[src/rtl/tbgen_pkg.sv]
package tbgen_pkg;

   // Run state of the timebase.
   typedef enum logic [0:0] {
      TB_HALT = 1'b0,
      TB_RUN  = 1'b1
   } tb_state_e;

   localparam int unsigned TBGEN_MIN_PERIOD_W = 2;
   localparam int unsigned TBGEN_MAX_PERIOD_W = 32;
   localparam int unsigned TBGEN_MIN_COUNT_W  = 1;
   localparam int unsigned TBGEN_MAX_COUNT_W  = 32;

endpackage

[src/rtl/tbgen_timebase.sv]
module tbgen_timebase
   import tbgen_pkg::*;
#(
   parameter int unsigned PERIOD_W     = 16,
   parameter bit          ZERO_AS_FULL = 1'b1
) (
   input  logic                clk,
   input  logic                rst_n,
   input  logic                enable,
   input  logic                period_wr,
   input  logic [PERIOD_W-1:0] period_data,
   output logic                tick,
   output logic                running
);

   localparam logic [PERIOD_W-1:0] ONE = PERIOD_W'(1);

   tb_state_e           state_q;
   logic [PERIOD_W-1:0] cnt_q;
   logic [PERIOD_W-1:0] shadow_q;
   logic                pend_q;
   logic [PERIOD_W-1:0] cur_q;
   logic [PERIOD_W-1:0] eff_per;
   logic [PERIOD_W-1:0] load_val;
   logic                start;

   // A write in the commit clock is taken directly.
   assign eff_per = period_wr ? period_data : (pend_q ? shadow_q : cur_q);
   assign start   = enable && (state_q == TB_HALT);
   assign tick    = enable && (state_q == TB_RUN) && (cnt_q == ONE);
   assign running = (state_q == TB_RUN);

   generate
      if (ZERO_AS_FULL) begin : g_zero_full
         // A loaded 0 wraps through the full counter range.
         assign load_val = eff_per;
      end else begin : g_zero_one
         assign load_val = (eff_per == '0) ? ONE : eff_per;
      end
   endgenerate

   always_ff @(posedge clk) begin
      if (!rst_n) begin
         state_q  <= TB_HALT;
         cnt_q    <= '0;
         shadow_q <= '0;
         pend_q   <= 1'b0;
         cur_q    <= '0;
      end else if (!enable) begin
         state_q <= TB_HALT;
         cnt_q   <= '0;
         if (period_wr) begin
            shadow_q <= period_data;
            pend_q   <= 1'b1;
         end
      end else if (start || tick) begin
         state_q <= TB_RUN;
         cnt_q   <= load_val;
         cur_q   <= eff_per;
         pend_q  <= 1'b0;
      end else begin
         cnt_q <= cnt_q - ONE;
         if (period_wr) begin
            shadow_q <= period_data;
            pend_q   <= 1'b1;
         end
      end
   end

endmodule

[src/rtl/tbgen_budget.sv]
module tbgen_budget #(
   parameter int unsigned COUNT_W = 32
) (
   input  logic               clk,
   input  logic               rst_n,
   input  logic               enable,
   input  logic               tick,
   input  logic               count_wr,
   input  logic [COUNT_W-1:0] count_data,
   output logic               toggle,
   output logic               done
);

   localparam logic [COUNT_W-1:0] ONE = COUNT_W'(1);

   logic [COUNT_W-1:0] live_q;
   logic [COUNT_W-1:0] shadow_q;
   logic               pend_q;
   logic               done_q;
   logic [COUNT_W-1:0] eff_cnt;
   logic               nonzero;

   assign eff_cnt = count_wr ? count_data : (pend_q ? shadow_q : live_q);
   assign nonzero = (eff_cnt != '0);
   assign toggle  = tick && nonzero;
   assign done    = done_q;

   always_ff @(posedge clk) begin
      if (!rst_n) begin
         live_q   <= '0;
         shadow_q <= '0;
         pend_q   <= 1'b0;
         done_q   <= 1'b0;
      end else if (!enable) begin
         live_q <= '0;
         done_q <= 1'b0;
         if (count_wr) begin
            shadow_q <= count_data;
            pend_q   <= 1'b1;
         end
      end else if (tick) begin
         live_q <= nonzero ? (eff_cnt - ONE) : '0;
         pend_q <= 1'b0;
         if (eff_cnt == ONE)
            done_q <= 1'b1;
         else if (count_wr)
            done_q <= 1'b0;
      end else if (count_wr) begin
         shadow_q <= count_data;
         pend_q   <= 1'b1;
         done_q   <= 1'b0;
      end
   end

endmodule

[src/rtl/tbgen_outreg.sv]
module tbgen_outreg #(
   parameter bit IDLE_LEVEL = 1'b0
) (
   input  logic clk,
   input  logic rst_n,
   input  logic enable,
   input  logic toggle,
   output logic pin
);

   logic pin_q;

   always_ff @(posedge clk) begin
      if (!rst_n || !enable)
         pin_q <= IDLE_LEVEL;
      else if (toggle)
         pin_q <= ~pin_q;
   end

   assign pin = pin_q;

endmodule

[src/rtl/tbgen_top.sv]
module tbgen_top
   import tbgen_pkg::*;
#(
   parameter int unsigned PERIOD_W     = 16,
   parameter int unsigned COUNT_W      = 32,
   parameter bit          ZERO_AS_FULL = 1'b1
) (
   input  logic                clk,
   input  logic                rst_n,
   input  logic                enable,
   input  logic                period_wr,
   input  logic [PERIOD_W-1:0] period_data,
   input  logic                count_wr,
   input  logic [COUNT_W-1:0]  count_data,
   output logic                pulse_out,
   output logic                done
);

   generate
      if (PERIOD_W < TBGEN_MIN_PERIOD_W || PERIOD_W > TBGEN_MAX_PERIOD_W) begin : g_bad_pw
         $error("tbgen_top: PERIOD_W out of range");
      end
      if (COUNT_W < TBGEN_MIN_COUNT_W || COUNT_W > TBGEN_MAX_COUNT_W) begin : g_bad_cw
         $error("tbgen_top: COUNT_W out of range");
      end
   endgenerate

   logic tick;
   logic running;
   logic toggle;

   tbgen_timebase #(
      .PERIOD_W    (PERIOD_W),
      .ZERO_AS_FULL(ZERO_AS_FULL)
   ) u_tb (
      .clk        (clk),
      .rst_n      (rst_n),
      .enable     (enable),
      .period_wr  (period_wr),
      .period_data(period_data),
      .tick       (tick),
      .running    (running)
   );

   tbgen_budget #(
      .COUNT_W(COUNT_W)
   ) u_budget (
      .clk       (clk),
      .rst_n     (rst_n),
      .enable    (enable),
      .tick      (tick),
      .count_wr  (count_wr),
      .count_data(count_data),
      .toggle    (toggle),
      .done      (done)
   );

   tbgen_outreg #(
      .IDLE_LEVEL(1'b0)
   ) u_out (
      .clk   (clk),
      .rst_n (rst_n),
      .enable(enable),
      .toggle(toggle),
      .pin   (pulse_out)
   );

endmodule

[config.mk]
export PLATFORM = sky130hd
export DESIGN_NAME = tbgen_top
export DESIGN_NICKNAME = d
export VERILOG_FILES = /design/src/rtl/tbgen_pkg.sv /design/src/rtl/tbgen_timebase.sv /design/src/rtl/tbgen_budget.sv /design/src/rtl/tbgen_outreg.sv /design/src/rtl/tbgen_top.sv
export SDC_FILE = /design/constraint.sdc
export NUM_CORES = 1
export LEC_CHECK = 0
export ABC_AREA = 0
export BUFFER_PORTS_ARGS = -buffer_cell sky130_fd_sc_hd__buf_2
export CAP_MARGIN = 20
export CORE_MARGIN = 3
export CORE_UTILIZATION = 55
export DETAILED_ROUTE_END_ITERATION = 8
export PLACE_DENSITY_LB_ADDON = 0.12
export SYNTH_ARGS = -nofsm -noshare
export SYNTH_HDL_FRONTEND = slang
export SYNTH_SLANG_ARGS = --single-unit
[constraint.sdc]
create_clock -name clk -period 9.8 [get_ports clk]
set_input_delay 1.96 -clock clk [delete_from_list [all_inputs] [get_ports clk]]
set_output_delay 1.96 -clock clk [all_outputs]
set_load 0.01 [all_outputs]
# ---- Word level (Yosys, flattened, before mapping)
# Cells that the tools add are included.
dict set report totals {
  register_bits 117
  latch_bits 0
  ramBits 0
  rom_bits 0
  inputBits 53
  word_cells 50
  n_memories 0
}
dict set report op_classes {
  n_addsub 2
  n_mul 0
  div_mod_pow 0
  n_lt_le_gt_ge 0
  n_eq_ne 4
  shifts 0
  mux 21
  n_bitwise 2
  n_reduce_logical 11
}
# operator count
set op_table {}
lappend op_table {{$mux W32} 6}
lappend op_table {{$mux W16} 6}
lappend op_table {{$eq A32 B1 Y1 const B} 1}
lappend op_table {{$reduce_bool A32 Y1} 1}
lappend op_table {{$sub A32 B1 Y32 const B} 1}
lappend op_table {{$eq A16 B1 Y1 const B} 1}
lappend op_table {{$sub A16 B1 Y16 const B} 1}
lappend op_table {{$mux W1} 9}
lappend op_table {{$logic_and A1 B1 Y1} 4}
lappend op_table {{$ne A2 B2 Y1 const B} 2}
lappend op_table {{$reduce_and A2 Y1} 2}
lappend op_table {{$logic_not A1 Y1} 2}
lappend op_table {{$logic_or A1 B1 Y1} 2}
lappend op_table {{$not A1 Y1} 2}

# ---- Depth between registers and ports, before layout
dict set report logic_depth {
  depth_word 5
  mapped_depth 13
}

# ---- Hierarchy
# From an unflattened synthesis, not the netlist that was laid out.
dict set report hier_totals {
  hier_cells 725
  hier_area_um2 6452.4
}
# module instances cells_per_inst area_each_um2 seq_area_each_um2
set modules_own_cells {}
lappend modules_own_cells {tbgen_budget 1 416 3771.1 1321.3}
lappend modules_own_cells {tbgen_timebase 1 306 2646.3 1001.0}
lappend modules_own_cells {tbgen_outreg 1 3 35.0 20.0}

# ---- Worst setup path after synthesis
# OpenSTA, ideal clock, no wires.
dict set report synth_timing {
  path_kind {input port to flip-flop}
  from {input port count_wr}
  to {register u_budget.live_q[17]}
  setup_time_ns 0.115
  arrival_time_ns 4.472
  required_ns 9.685
  setup_slack_ns 5.213
  path_stages 11
  n_path_buf 5
  path_cell_list {buf_2 buf_6 buf_4 mux2i_2 nand4_2 or4_1 buf_2 or2_4 o211ai_4 buf_12 o21ai_2}
}
dict set report synth_between {
  elab_chain_cells 3
  elab_cells_between_ends 4
  classes_between {add/sub: 1; mux: 2; reduce/logical: 1}
}
# item line
set synth_lines {}
lappend synth_lines {{from (decl)} tbgen_top.sv:13} ;# input logic count_wr,
lappend synth_lines {{$mux W32 (*)} tbgen_budget.sv:23} ;# assign eff_cnt = count_wr ? count_data : (pend_q ? shadow_q : live_q);
lappend synth_lines {{$sub A32 B1 Y32 / $reduce_bool A32 Y1 (equally long branches)} {tbgen_budget.sv:42, tbgen_budget.sv:24}}
lappend synth_lines {{$mux W32 (*)} tbgen_budget.sv:42} ;# live_q <= nonzero ? (eff_cnt - ONE) : '0;
lappend synth_lines {{to (signal assigned)} tbgen_budget.sv:42}
lappend synth_lines {{to (decl)} tbgen_budget.sv:16} ;# logic [COUNT_W-1:0] live_q;
# Mark *: on every way between the ends. The rest lies on a longest branch, timed or not.
# A chain may end at the register's enable or synchronous reset.

# ---- Final worst setup path
dict set report layout_timing {
  from {input port count_wr}
  to {register u_budget.live_q[8]}
}
# Same word-level chain as after synthesis.

==> summary.md <==
| Metric | Value |
|---|---|
| Worst reg-to-reg path cell count | `8` |
| Type of the worst min-delay path | `reg2reg` |
| Post-route clock skew | `12.13 ps` |
| Vias post-DR | `5003` |
| Fill cell instance count of the final layout | `946` |
| Clock sinks | `117` |
| Post-route design area | `7087 µm²` |
| Ratio of cells with drive above 1 in the final layout | `18.29%` |
| Number of enable-type register cells in the synthesized netlist | `0` |
| Met2 Routed Length | `6.268 mm` |
| Routed metal-1 wire length | `6.819 mm` |
| Post-synthesis instance total | `727` |
| Final critical delay including setup and external delays | `4793 ps` |
| Leading cell type in the layout, fill and taps excluded | `nand2_1` |
| Final period utilization | `48.91%` |
| Number of antenna diodes | `0` |
| Async set-reset flop share out of synthesis | `0%` |
| Synthesized Nets | `784` |
| Initial standard-cell utilization of the core | `56.61%` |
| Port bufs | `54` |
| Routability cong. | `0.8331` |
| Dominant register cell in the synthesized netlist | `dfxtp_1` |
| Post-CTS Hold Fix Bufs | `0` |
| Min Hold Slack | `444.1 ps` |
| First-pass detailed-route iteration total | `5` |
| Root Buffer | `clkbuf_16` |
| Largest fanout on the critical path | `53` |
| Maximum level of the CTS H-tree | `4` |
| Bufs on Longest Clock Path | `2` |
| Required time of the critical path | `10100 ps` |
| Bufs and invs on worst path | `3` |
| Critical Path Max Stage Delay | `790 ps` |
| Max Transition Viols Final | `0` |
| Routed wire length on met3 | `613 µm` |
| Cell Area, Placed | `6430 µm²` |
| Least setup slack across all paths after layout | `5007 ps` |
| IR Drop Worst-Case VDD | `0.1296 mV` |
| Remaining DRCs | `0` |
| Register area share after synthesis | `37.83%` |
| Slew at the pin with the worst max-slew slack | `1083 ps` |
| Number of max-cap violations | `0` |
| Die width | `112.1 µm` |
| First DRT Iteration DRCs | `343` |
| Post-CTS sizing | `0` |
| Post-DP HPWL | `8.973 mm` |
| Die Area | `12570 µm²` |
| Setup crit end | `u_budget.live_q[8]` |
| Remaining global-route overflow | `0` |
| Mean cell area of the mapped netlist | `8.516 µm²` |
| Normalized max-slew margin | `27.68%` |
| Commonest non-fill, non-tap cells in the layout | `nand2_1, dfxtp_1, nor2_1` |
| Cells along the critical path | `buf_2 > buf_4 > mux2i_2 > nand4_2 > or4_1 > or2_4 > o211ai_4 > buf_12 > o21ai_0` |
| First-pass GRT wire length | `23.33 mm` |
| Kind of end point of the critical path | `flip-flop` |
| Clock transition at the registers of the reported paths | `50 ps` |
| CTS buffer count | `17` |
| Number of buffers inserted to repair setup after CTS | `0` |
| Core Util, Final | `64.81%` |
| Post-DR vias/cell | `5.492` |
| Initial antenna violation count | `0` |
| CP Depth | `9` |
| Maximum number of pins on one net before global-route repair | `68` |
| Cell at the slowest stage of the critical path | `or4_1` |
| Setup slack, reg-to-reg | `5880 ps` |
| Endpoint arrival time on the critical path | `5090 ps` |
| Clock Latency Late Sink | `420 ps` |
| Highest layer used for signal routing | `met4` |
| Unrepaired setup endpoints after global routing | `no` |
| Peak clock frequency supported by timing | `208.6 MHz` |
| Vias in the first global route | `4821` |
| Flop and latch count out of synthesis | `117` |
| Cell Rows | `38` |
| Pre-CTS setup slack | `4149 ps` |
| Pwr/cell area | `185.8 nW/µm²` |
| Distinct cell type count after synthesis | `51` |
| Count of final setup violators | `0` |
| Leakage power total | `2.849 nW` |
| Type of the worst setup path | `in2reg` |
| Layout net count | `816` |
| Startpoint of the worst setup timing path | `count_wr` |
| Worst r2r dst | `u_budget.live_q[8]` |
| Result of the run | `finished clean` |
| Worst setup SP type | `primary input` |
| Core area | `10940 µm²` |
| Antenna Violating Nets Remaining | `0` |
| Total routing resource utilization after global routing | `22.82%` |
| # IOs | `55` |
| Total standard cell area after synthesis | `6191 µm²` |
| Routed wire length | `13.78 mm` |
| Reg-to-Reg Start | `u_budget.pend_q` |
| Hold Vio Cnt, Final | `0` |
| Warning count from the yosys run | `0` |
| Setup TNS Final | `0 ps` |
| Area overhead of the layout relative to synthesis | `14.47%` |
| Drt wl/cell | `15.13 µm` |
| TritonCTS clock tree | `built` |
| Dominant delay contributor by cell family on the critical path | `simple AND/OR/NAND/NOR gates` |
| Die Ht | `112.1 µm` |
[power by group]
part / switching [mW] / internal [mW]
combinational: 0.0941 / 0.0738
clock: 0.210 / 0.423
sequential: 0.0193 / 0.497
[cell type report]
type	count	area, µm²	area share (%)
clock inverter	9	125.1	1.766
clock buffer	22	484.2	6.833
tap	140	175.2	2.472
sequential	117	2344	33.07
multi-input combinational	554	3573	50.42
inverter	8	30.03	0.4237
timing repair buffer	61	355.3	5.014
[worst reg2reg max path, delay by kind of cell (launching register included)]
| family | cells | cell delay (ps) |
|---|---|---|
| buffers and inverters | 1 | 240 |
| muxes | 2 | 760 |
| AOI/OAI and AO/OA | 2 | 440 |
| and+or+nand+nor | 3 | 1390 |
| DFF | 1 | 970 |
[worst min-delay path by stage]
| stage | from | endpoint | slack (ps) | depth (start not counted) |
|---|---|---|---|---|
| 3_3_place_gp | u_budget.live_q[7] | u_budget.live_q[7] | 430 | 2 |
| 6_report | u_budget.live_q[7] | u_budget.live_q[7] | 440 | 2 |
| 4_1_cts | u_budget.live_q[7] | u_budget.live_q[7] | 450 | 2 |
| 3_5_place_dp | u_budget.live_q[7] | u_budget.live_q[7] | 440 | 2 |
| 2_1_floorplan | u_budget.live_q[10] | u_budget.live_q[10] | 420 | 2 |
| 5_1_grt | u_budget.live_q[24] | u_budget.live_q[24] | 470 | 2 |
[cell families (layout without fill, tap and decap cells)]
kind of cell | Yosys count | in the layout | share of synthesized area [%]
buffers and inverters | 56 | 100 | 4.668
adder cells (fa/ha/maj) | 4 | 4 | 0.8084
AND/OR/NAND/NOR | 286 | 286 | 22.03
multiplexers | 83 | 83 | 14.23
AO/OA/AOI/OAI | 142 | 142 | 14.92
flip-flops | 117 | 117 | 37.83
XOR/XNOR | 39 | 39 | 5.517
[cell usage after synthesis (2+ instances only)]
cell type	number	area, µm²
nand2_1	120	450.4
dfxtp_1	117	2342
nor2_1	64	240.2
mux2i_1	59	590.6
a21oi_1	54	270.3
a21boi_0	33	247.7
clkbuf_1	33	123.9
nor2b_1	32	200.2
o21ai_0	23	115.1
xnor2_1	21	183.9
o21ai_2	20	175.2
xor2_1	18	157.7
mux2_2	12	135.1
nand3_1	10	50.05
nor3_1	10	50.05
nor4_1	10	62.56
inv_1	8	30.03
buf_2	7	35.03
nand4_1	6	37.54
mux2_1	5	56.30
mux2i_2	5	68.82
nand2b_1	5	31.28
and3_1	4	25.02
ha_1	4	50.05
nand3b_1	4	30.03
or4_1	4	30.03
buf_6	3	33.78
o21a_1	3	22.52
a22o_1	2	17.52
and2_1	2	12.51
and3b_1	2	17.52
buf_12	2	40.04
mux2_4	2	30.03
nand4_2	2	25.02
nor4b_1	2	17.52
o211a_1	2	20.02
or2_2	2	12.51
or3_1	2	12.51
[state kept, by name (all words and copies together) (netlist names)]
signal / flops
u_budget.done: 1
u_budget.live_q: 32
u_budget.pend_q: 1
u_budget.shadow_q: 32
u_out.pin: 1
u_tb.cnt_q: 16
u_tb.cur_q: 16
u_tb.pend_q: 1
u_tb.running: 1
u_tb.shadow_q: 16
[per-stage QoR]
step           total power, mW  instances
2_1_floorplan           0.6508        727
3_3_place_gp            0.6857        878
3_5_place_dp            0.6911        878
4_1_cts                  1.328        909
5_1_grt                  1.373        911
6_report                 1.317        911
[metal layers]
layer | GRT usage (%) | vias up
met5 | 0 | -
met4 | 7.612 | 0
met3 | 6.685 | 9
met2 | 33.61 | 98
met1 | 32.18 | 2339
li1 | - | 2557
(Power assumes the default switching activity.)
